**config.mk**
```make
export PLATFORM = sky130hd
export DESIGN_NAME = mdrop_uart_rx
export DESIGN_NICKNAME = d
export VERILOG_FILES = /design/src/rtl/mdrop_rx_pkg.sv /design/src/rtl/mdrop_rx_baud.sv /design/src/rtl/mdrop_rx_shift.sv /design/src/rtl/mdrop_rx_fifo.sv /design/src/rtl/mdrop_uart_rx.sv
export SDC_FILE = /design/constraint.sdc
export NUM_CORES = 1
export LEC_CHECK = 0
export BUFFER_PORTS_ARGS = -buffer_cell sky130_fd_sc_hd__buf_2
export CAP_MARGIN = 20
export CORE_MARGIN = 5
export CORE_UTILIZATION = 35
export DETAILED_ROUTE_END_ITERATION = 7
export PLACE_DENSITY = 0.54
export SETUP_SLACK_MARGIN = 0.4
export SLEW_MARGIN = 10
export SYNTH_ARGS = -nofsm -noshare
export SYNTH_HDL_FRONTEND = slang
export SYNTH_SLANG_ARGS = --single-unit
```
**constraint.sdc**
```tcl
create_clock -name clk -period 3.6 [get_ports clk]
set_input_delay 0.54 -clock clk [delete_from_list [all_inputs] [get_ports clk]]
set_output_delay 0.54 -clock clk [all_outputs]
set_load 0.03 [all_outputs]
```
**src/rtl/mdrop_rx_pkg.sv**
```systemverilog
package mdrop_rx_pkg;
   localparam int unsigned OSR   = 16;
   localparam int unsigned CNT_W = $clog2(OSR);

   typedef enum logic [1:0] {
      ST_IDLE  = 2'd0,
      ST_START = 2'd1,
      ST_DATA  = 2'd2,
      ST_STOP  = 2'd3
   } rx_state_e;
endpackage

```
**src/rtl/mdrop_rx_baud.sv**
```systemverilog
module mdrop_rx_baud #(
   parameter int unsigned DIV_W = 16
) (
   input  logic             clk,
   input  logic             rst_n,
   input  logic             run_i,
   input  logic [DIV_W-1:0] div_i,
   input  logic [1:0]       pre_sel_i,
   output logic             strobe_o
);
   // accumulator counts quarter clocks; threshold = (div+1)*prescale/4
   localparam int unsigned ACC_W = DIV_W + 6;

   logic [ACC_W-1:0] base, thresh, acc, acc_sum;
   logic             hit;

   assign base = ACC_W'(div_i) + ACC_W'(1);

   always_comb begin
      unique case (pre_sel_i)
         2'b00:   thresh = base << 4;
         2'b01:   thresh = base << 2;
         default: thresh = base;
      endcase
   end

   assign acc_sum  = acc + ACC_W'(4);
   assign hit      = (acc_sum >= thresh);
   assign strobe_o = run_i & hit;

   always_ff @(posedge clk or negedge rst_n) begin
      if (!rst_n)      acc <= '0;
      else if (!run_i) acc <= '0;
      else if (hit)    acc <= acc_sum - thresh;
      else             acc <= acc_sum;
   end

   a_r3_strobe_needs_run : assert property (@(posedge clk) disable iff (!rst_n)
      strobe_o |-> run_i);
endmodule

```
**src/rtl/mdrop_rx_shift.sv**
```systemverilog
module mdrop_rx_shift
   import mdrop_rx_pkg::*;
#(
   parameter int unsigned DATA_W = 8,
   parameter bit          VOTE3  = 1'b1
) (
   input  logic              clk,
   input  logic              rst_n,
   input  logic              en_i,
   input  logic              strobe_i,
   input  logic              rx_i,
   input  logic              nine_bit_i,
   output logic              done_o,
   output logic [DATA_W-1:0] frame_o,
   output logic              bit9_o,
   output logic              ferr_o,
   output logic              idle_o
);
   localparam int unsigned BIDX_W = $clog2(DATA_W + 2);
   localparam logic [CNT_W-1:0] V_LO  = CNT_W'(OSR/2 - 1);
   localparam logic [CNT_W-1:0] V_MID = CNT_W'(OSR/2);
   localparam logic [CNT_W-1:0] V_HI  = CNT_W'(OSR/2 + 1);
   localparam logic [CNT_W-1:0] C_END = CNT_W'(OSR - 1);

   rx_state_e         state;
   logic [CNT_W-1:0]  cnt;
   logic [BIDX_W-1:0] bidx, last_idx;
   logic [DATA_W:0]   shreg;
   logic              vote, done_q, ferr_q;

   assign last_idx = nine_bit_i ? BIDX_W'(DATA_W) : BIDX_W'(DATA_W - 1);

   generate
      if (VOTE3) begin : g_vote3
         logic s_a, s_b;
         always_ff @(posedge clk or negedge rst_n) begin
            if (!rst_n) begin
               s_a <= 1'b1;
               s_b <= 1'b1;
            end else if (en_i && strobe_i && state != ST_IDLE) begin
               if (cnt == V_LO)  s_a <= rx_i;
               if (cnt == V_MID) s_b <= rx_i;
            end
         end
         assign vote = (s_a & s_b) | (s_a & rx_i) | (s_b & rx_i);
      end else begin : g_vote1
         assign vote = rx_i;
      end
   endgenerate

   always_ff @(posedge clk or negedge rst_n) begin
      if (!rst_n) begin
         state  <= ST_IDLE;
         cnt    <= '0;
         bidx   <= '0;
         shreg  <= '0;
         done_q <= 1'b0;
         ferr_q <= 1'b0;
      end else begin
         done_q <= 1'b0;
         if (!en_i) begin
            state <= ST_IDLE;
            cnt   <= '0;
         end else if (strobe_i) begin
            unique case (state)
               ST_IDLE: begin
                  if (!rx_i) begin
                     state <= ST_START;
                     cnt   <= '0;
                  end
               end
               ST_START: begin
                  cnt <= cnt + 1'b1;
                  if (cnt == V_HI && vote) begin
                     state <= ST_IDLE;
                  end else if (cnt == C_END) begin
                     state <= ST_DATA;
                     bidx  <= '0;
                  end
               end
               ST_DATA: begin
                  cnt <= cnt + 1'b1;
                  if (cnt == V_HI) shreg <= {vote, shreg[DATA_W:1]};
                  if (cnt == C_END) begin
                     bidx <= bidx + 1'b1;
                     if (bidx == last_idx) state <= ST_STOP;
                  end
               end
               ST_STOP: begin
                  cnt <= cnt + 1'b1;
                  if (cnt == V_HI) begin
                     done_q <= 1'b1;
                     ferr_q <= ~vote;
                     state  <= ST_IDLE;
                  end
               end
               default: state <= ST_IDLE;
            endcase
         end
      end
   end

   assign done_o  = done_q;
   assign ferr_o  = ferr_q;
   assign frame_o = nine_bit_i ? shreg[DATA_W-1:0] : shreg[DATA_W:1];
   assign bit9_o  = nine_bit_i & shreg[DATA_W];
   assign idle_o  = (state == ST_IDLE);

   a_r12_leave_idle_on_low : assert property (@(posedge clk) disable iff (!rst_n)
      $fell(idle_o) |-> $past(!rx_i));
   a_r10_done_after_stop : assert property (@(posedge clk) disable iff (!rst_n)
      done_o |-> $past(state == ST_STOP));
endmodule

```
**src/rtl/mdrop_rx_fifo.sv**
```systemverilog
module mdrop_rx_fifo #(
   parameter int unsigned WIDTH = 10,
   parameter int unsigned DEPTH = 2
) (
   input  logic             clk,
   input  logic             rst_n,
   input  logic             push_i,
   input  logic [WIDTH-1:0] wdata_i,
   input  logic             pop_i,
   output logic [WIDTH-1:0] rdata_o,
   output logic             empty_o,
   output logic             full_o
);
   localparam int unsigned PTR_W = $clog2(DEPTH);
   localparam int unsigned CNT_W = $clog2(DEPTH + 1);

   generate
      if (DEPTH < 2 || (DEPTH & (DEPTH - 1)) != 0) begin : g_bad_depth
         $error("mdrop_rx_fifo: DEPTH must be a power of two, at least 2");
      end
   endgenerate

   logic [WIDTH-1:0] mem [DEPTH];
   logic [PTR_W-1:0] wr_ptr, rd_ptr;
   logic [CNT_W-1:0] count;
   logic             do_push, do_pop;

   assign empty_o = (count == '0);
   assign full_o  = (count == CNT_W'(DEPTH));
   assign do_push = push_i & ~full_o;
   assign do_pop  = pop_i & ~empty_o;
   assign rdata_o = mem[rd_ptr];

   always_ff @(posedge clk) begin
      if (do_push) mem[wr_ptr] <= wdata_i;
   end

   always_ff @(posedge clk or negedge rst_n) begin
      if (!rst_n) begin
         wr_ptr <= '0;
         rd_ptr <= '0;
         count  <= '0;
      end else begin
         if (do_push) wr_ptr <= wr_ptr + 1'b1;
         if (do_pop)  rd_ptr <= rd_ptr + 1'b1;
         unique case ({do_push, do_pop})
            2'b10:   count <= count + 1'b1;
            2'b01:   count <= count - 1'b1;
            default: count <= count;
         endcase
      end
   end

   a_r8_no_overflow : assert property (@(posedge clk) disable iff (!rst_n)
      push_i |-> !full_o);
   a_r8_count_bound : assert property (@(posedge clk) disable iff (!rst_n)
      count <= CNT_W'(DEPTH));
endmodule

```
**src/rtl/mdrop_uart_rx.sv**
```systemverilog
module mdrop_uart_rx #(
   parameter int unsigned DATA_W     = 8,
   parameter int unsigned DIV_W      = 16,
   parameter int unsigned FIFO_DEPTH = 2,
   parameter bit          VOTE3      = 1'b1
) (
   input  logic                 clk,
   input  logic                 rst_n,
   input  logic                 rx_i,
   input  logic                 port_en_i,
   input  logic                 rx_en_i,
   input  logic                 nine_bit_i,
   input  logic                 addr_det_i,
   input  logic                 irq_en_i,
   input  logic [DIV_W/2-1:0]   div_hi_i,
   input  logic [DIV_W/2-1:0]   div_lo_i,
   input  logic [1:0]           pre_sel_i,
   input  logic                 pop_i,
   output logic [DATA_W-1:0]    rd_data_o,
   output logic                 rd_bit9_o,
   output logic                 rd_ferr_o,
   output logic                 rx_ready_o,
   output logic                 irq_o,
   output logic                 overrun_o,
   output logic                 idle_o
);
   localparam int unsigned ENT_W = DATA_W + 2;

   generate
      if ((DIV_W % 2) != 0 || DIV_W < 4) begin : g_bad_div
         $error("mdrop_uart_rx: DIV_W must be even and at least 4");
      end
      if (DATA_W < 5) begin : g_bad_data
         $error("mdrop_uart_rx: DATA_W must be at least 5");
      end
   endgenerate

   logic              rx_meta, rx_sync;
   logic              active, run, strobe;
   logic              frm_done, frm_bit9, frm_ferr, frm_accept;
   logic [DATA_W-1:0] frm_data;
   logic              fifo_empty, fifo_full;
   logic [ENT_W-1:0]  head;
   logic              overrun_q;

   always_ff @(posedge clk or negedge rst_n) begin
      if (!rst_n) begin
         rx_meta <= 1'b1;
         rx_sync <= 1'b1;
      end else begin
         rx_meta <= rx_i;
         rx_sync <= rx_meta;
      end
   end

   assign active = port_en_i & rx_en_i;
   assign run    = active & ~overrun_q;

   mdrop_rx_baud #(.DIV_W(DIV_W)) u_baud (
      .clk       (clk),
      .rst_n     (rst_n),
      .run_i     (run),
      .div_i     ({div_hi_i, div_lo_i}),
      .pre_sel_i (pre_sel_i),
      .strobe_o  (strobe)
   );

   mdrop_rx_shift #(.DATA_W(DATA_W), .VOTE3(VOTE3)) u_shift (
      .clk        (clk),
      .rst_n      (rst_n),
      .en_i       (run),
      .strobe_i   (strobe),
      .rx_i       (rx_sync),
      .nine_bit_i (nine_bit_i),
      .done_o     (frm_done),
      .frame_o    (frm_data),
      .bit9_o     (frm_bit9),
      .ferr_o     (frm_ferr),
      .idle_o     (idle_o)
   );

   assign frm_accept = frm_done & (~(nine_bit_i & addr_det_i) | frm_bit9);

   mdrop_rx_fifo #(.WIDTH(ENT_W), .DEPTH(FIFO_DEPTH)) u_fifo (
      .clk     (clk),
      .rst_n   (rst_n),
      .push_i  (frm_accept & ~fifo_full),
      .wdata_i ({frm_ferr, frm_bit9, frm_data}),
      .pop_i   (pop_i),
      .rdata_o (head),
      .empty_o (fifo_empty),
      .full_o  (fifo_full)
   );

   always_ff @(posedge clk or negedge rst_n) begin
      if (!rst_n)                         overrun_q <= 1'b0;
      else if (!rx_en_i)                  overrun_q <= 1'b0;
      else if (frm_accept && fifo_full)   overrun_q <= 1'b1;
   end

   assign rd_data_o  = head[DATA_W-1:0];
   assign rd_bit9_o  = head[DATA_W];
   assign rd_ferr_o  = head[DATA_W+1];
   assign rx_ready_o = ~fifo_empty;
   assign irq_o      = ~fifo_empty & irq_en_i;
   assign overrun_o  = overrun_q;

   a_r9_halted_no_frame : assert property (@(posedge clk) disable iff (!rst_n)
      overrun_o |-> !frm_done);
   a_r9_set_on_full : assert property (@(posedge clk) disable iff (!rst_n)
      $rose(overrun_o) |-> $past(frm_accept && fifo_full));
   a_r11_off_goes_idle : assert property (@(posedge clk) disable iff (!rst_n)
      !(port_en_i && rx_en_i) |=> idle_o);
endmodule

```
==> metrics.yaml <==
worst_setup_path:
  r2r_slack_ns: 0.07
  cp.required_ns: 3.81
  critical_path.startpoint_type: "register"
  crit_fanout: 5
  worstPathArrival_ns: 3.74
  endpoint_kind: "register"
  critical_path_class: "register to register"
clock_tree:
  clockBufferDepth: 2
  htree_levels: 3
  cts_tree: "built"
  clk_latency_ns: 0.33
  cts_buffers: 9
  cts.clk_slew.worst_paths_ns: 0.06
  clock_sinks: 72
  root_buffer: "clkbuf_16"
grt:
  grt-ovfl-total: 0
  track_usage_pct: 16.56
  grt_pass1_vias: 5051
  grt_max_degree: 31
  grt_pass1_wl_um: 24580
  antenna_found_initial: 0
sta:
  tightestPinTransition_ns: 0.8757
  rsz0062_at_grt: "true"
  fmax_mhz: 283.3
  holdWs_ns: 0.1991
  finalCriticalPeriod_ns: 3.530
  fin_ws_ns: 0.07033
  setup_viol_count_final: 0
  slew_headroom_pct: 41.41
  setup_tns_ns: 0
  post-route-period-util_pct: 98.05
  skew_ns: 0.005779
  finalMaxSlewViolations: 0
  hold_viol_final: 0
detailed_routing:
  num_vias: 4954
  routedWlPerCell_um: 15.70
  drt_iter0_drc: 268
  viasPerCell: 5.139
  routed.top_layer: "met4"
  wl_met2_um: 7711
  drc_errors: 0
  wl_met1_um: 6677
  drt_pass1_iterations: 4
  drtAntennaViolNets: 0
  wl_um: 15130
  dr_wl_met3_um: 420
floorplan:
  chipHeight_um: 135.3
  io_pins: 41
  die_x_um: 135.3
  initial_core_util_pct: 35.88
  placementRows: 45
  core_um2: 15310
  die-area_um2: 18310
pwr:
  cellLeakagePower_nw: 3.317
  vdd_drop_max_mv: 0.3348
  power_density_nw_per_um2: 437.3
yosys:
  synth.distinct_cells: 66
  synth_cells: 608
  dominantRegCellSynth: "dfrtp_1"
  async_flop_share_pct: 72.22
  synthesis.nets: 664
  synth_edf_count: 20
  synth_area_per_cell_um2: 9.038
  synth-seq-cells: 72
  yosysWarningCount: 0
  yosysSeqAreaShare_pct: 34.70
  netlist_area_um2: 5495
placement:
  port_buffers: 40
  place_area_um2: 6679
  gp_congestion: 0.8859
  place_hpwl_um: 11520
  place_worst_setup_slack_ns: -0.2044
worst_hold_path:
  worst_hold_path_type: "input port to async pin"
layout:
  nNetsFinal: 804
  fin_area_um2: 7732
  diodes: 0
  fin_util_pct: 50.49
  drive_gt1_share_pct: 41.70
  area_growth_syn_to_layout_pct: 40.71
status:
  outcome: "complete, no violations"
run:
  maxCapViolations: 0
-- final cells by class --
type                            instances  area [µm²]
Sequential cell                        72        1907
Fill cell                            1424        7582
Multi-Input combinational cell        490        3969
Timing Repair Buffer                  155        1217
Clock buffer                           11       242.7
Clock inverter                          5       56.30
Inverter                               20       76.32
Tap cell                              211       264.0
-- critical path: stages (launching register included) --
cell and delay, ns:
dfrtp_1 0.35, buf_4 0.14, nand3_2 0.15, nor3_4 0.30, nand3_2 0.18, xnor2_4 0.25
ha_1 0.28, and2_4 0.15, o21a_1 0.17, o21ai_2 0.13, a211oi_2 0.08, buf_4 0.16
a2111o_2 0.58, nand4_4 0.15, mux2_2 0.35
-- state kept, by name, indices dropped and copies added, names as in the netlist --
name,count
rx_meta,1
u_shift.shreg,9
u_baud.acc,22
u_fifo.count,2
u_fifo.rd_ptr,1
u_shift.done_o,1
u_shift.ferr_o,1
overrun_o,1
rx_sync,1
u_fifo.mem,20
u_shift.g_vote3.s_a,1
u_fifo.wr_ptr,1
u_shift.g_vote3.s_b,1
u_shift.cnt,4
u_shift.bidx,4
u_shift.state,2
-- cell usage in the layout (no fill, tap or decap), types with 10 or more instances in the layout --
cell type  count
ha_1          22
nand2b_1      10
xor2_1        13
clkbuf_16     12
nand3_1       25
nand3_2       11
a21oi_1       30
o21ai_0       21
a21o_1        11
buf_2         37
mux2i_1       13
nor2_1        31
mux2_2        25
buf_4         99
buf_6         11
nand2_1       56
dfrtp_1       48
edfxtp_1      20
a21oi_2       13
xnor2_1       19
inv_1         19
-- cell families after synthesis --
family	count (synthesis)	share of synthesized area [%]
adders and majority gates	30	6.922
xor gates and xnor gates	47	7.628
buffers and inverters	47	4.052
muxes	42	8.310
DFF	72	34.70
AOI/OAI and AO/OA	144	17.46
and+or+nand+nor	226	20.92
-- where the power goes --
group,total (W),internal [W],switching [W]
Sequential,0.000957,0.000886,0.0000706
Clock,0.000883,0.000554,0.000329
Combinational,0.00154,0.000760,0.000782
Total,0.00338,0.00220,0.00118
-- metal layers --
metal  up-vias  GRT usage, %
met5         -             0
met4         0         5.207
met3        19         1.709
met2        83         29.98
met1      2358         20.67
li1       2494             -
-- worst paths after layout --
check | cells past startpoint | from | end
min | 1 | rst_n | u_shift.shreg[2]
min in group clk | 1 | rx_i | rx_meta
min reg2reg | 0 | rx_meta | rx_sync
max in group asynchronous | 2 | rst_n | rx_meta
max | 14 | u_baud.acc[2] | u_shift.shreg[4]
max reg2reg | 14 | u_baud.acc[2] | u_shift.shreg[4]
-- what timing repair did --
item / in CTS / in global routing
pin swaps: 11 / 45
endpoints found under the setup margin: 45 / 45
gates cloned: 1 / 3
hold buffers: 0 / 0
endpoints found under the hold margin: 0 / 0
resized for setup: 37 / 81
setup buffers: 9 / 7
-- synthesized netlist by cell type (all sizes together), types with 5 or more instances --
master | n | area, µm²
mux2 | 29 | 326.6
and3 | 7 | 43.79
ha | 28 | 350.3
and2 | 6 | 37.54
a21oi | 44 | 227.7
o21ai | 36 | 183.9
buf | 9 | 80.06
edfxtp | 20 | 600.6
mux2i | 13 | 130.1
xnor2 | 28 | 252.8
inv | 19 | 71.32
nor3 | 12 | 71.32
a21o | 11 | 82.58
nand2b | 10 | 62.56
nor2b | 7 | 43.79
nand4 | 8 | 71.32
xor2 | 19 | 166.4
dfrtp | 48 | 1201
or3 | 10 | 62.56
nand3 | 36 | 180.2
a211oi | 13 | 112.6
o211ai | 6 | 50.05
nor2 | 37 | 138.9
or2 | 8 | 50.05
clkbuf | 18 | 67.56
a31oi | 5 | 31.28
nand2 | 69 | 259.0
and4 | 6 | 52.55
-- stage by stage --
step | total power [W] | cells
detailed placement | 0.002163 | 928
global placement | 0.002142 | 928
floorplan | 0.001751 | 608
finish | 0.003381 | 964
CTS | 0.003120 | 954
global route | 0.003550 | 964
Note: power is estimated with default switching activity, not from simulation.
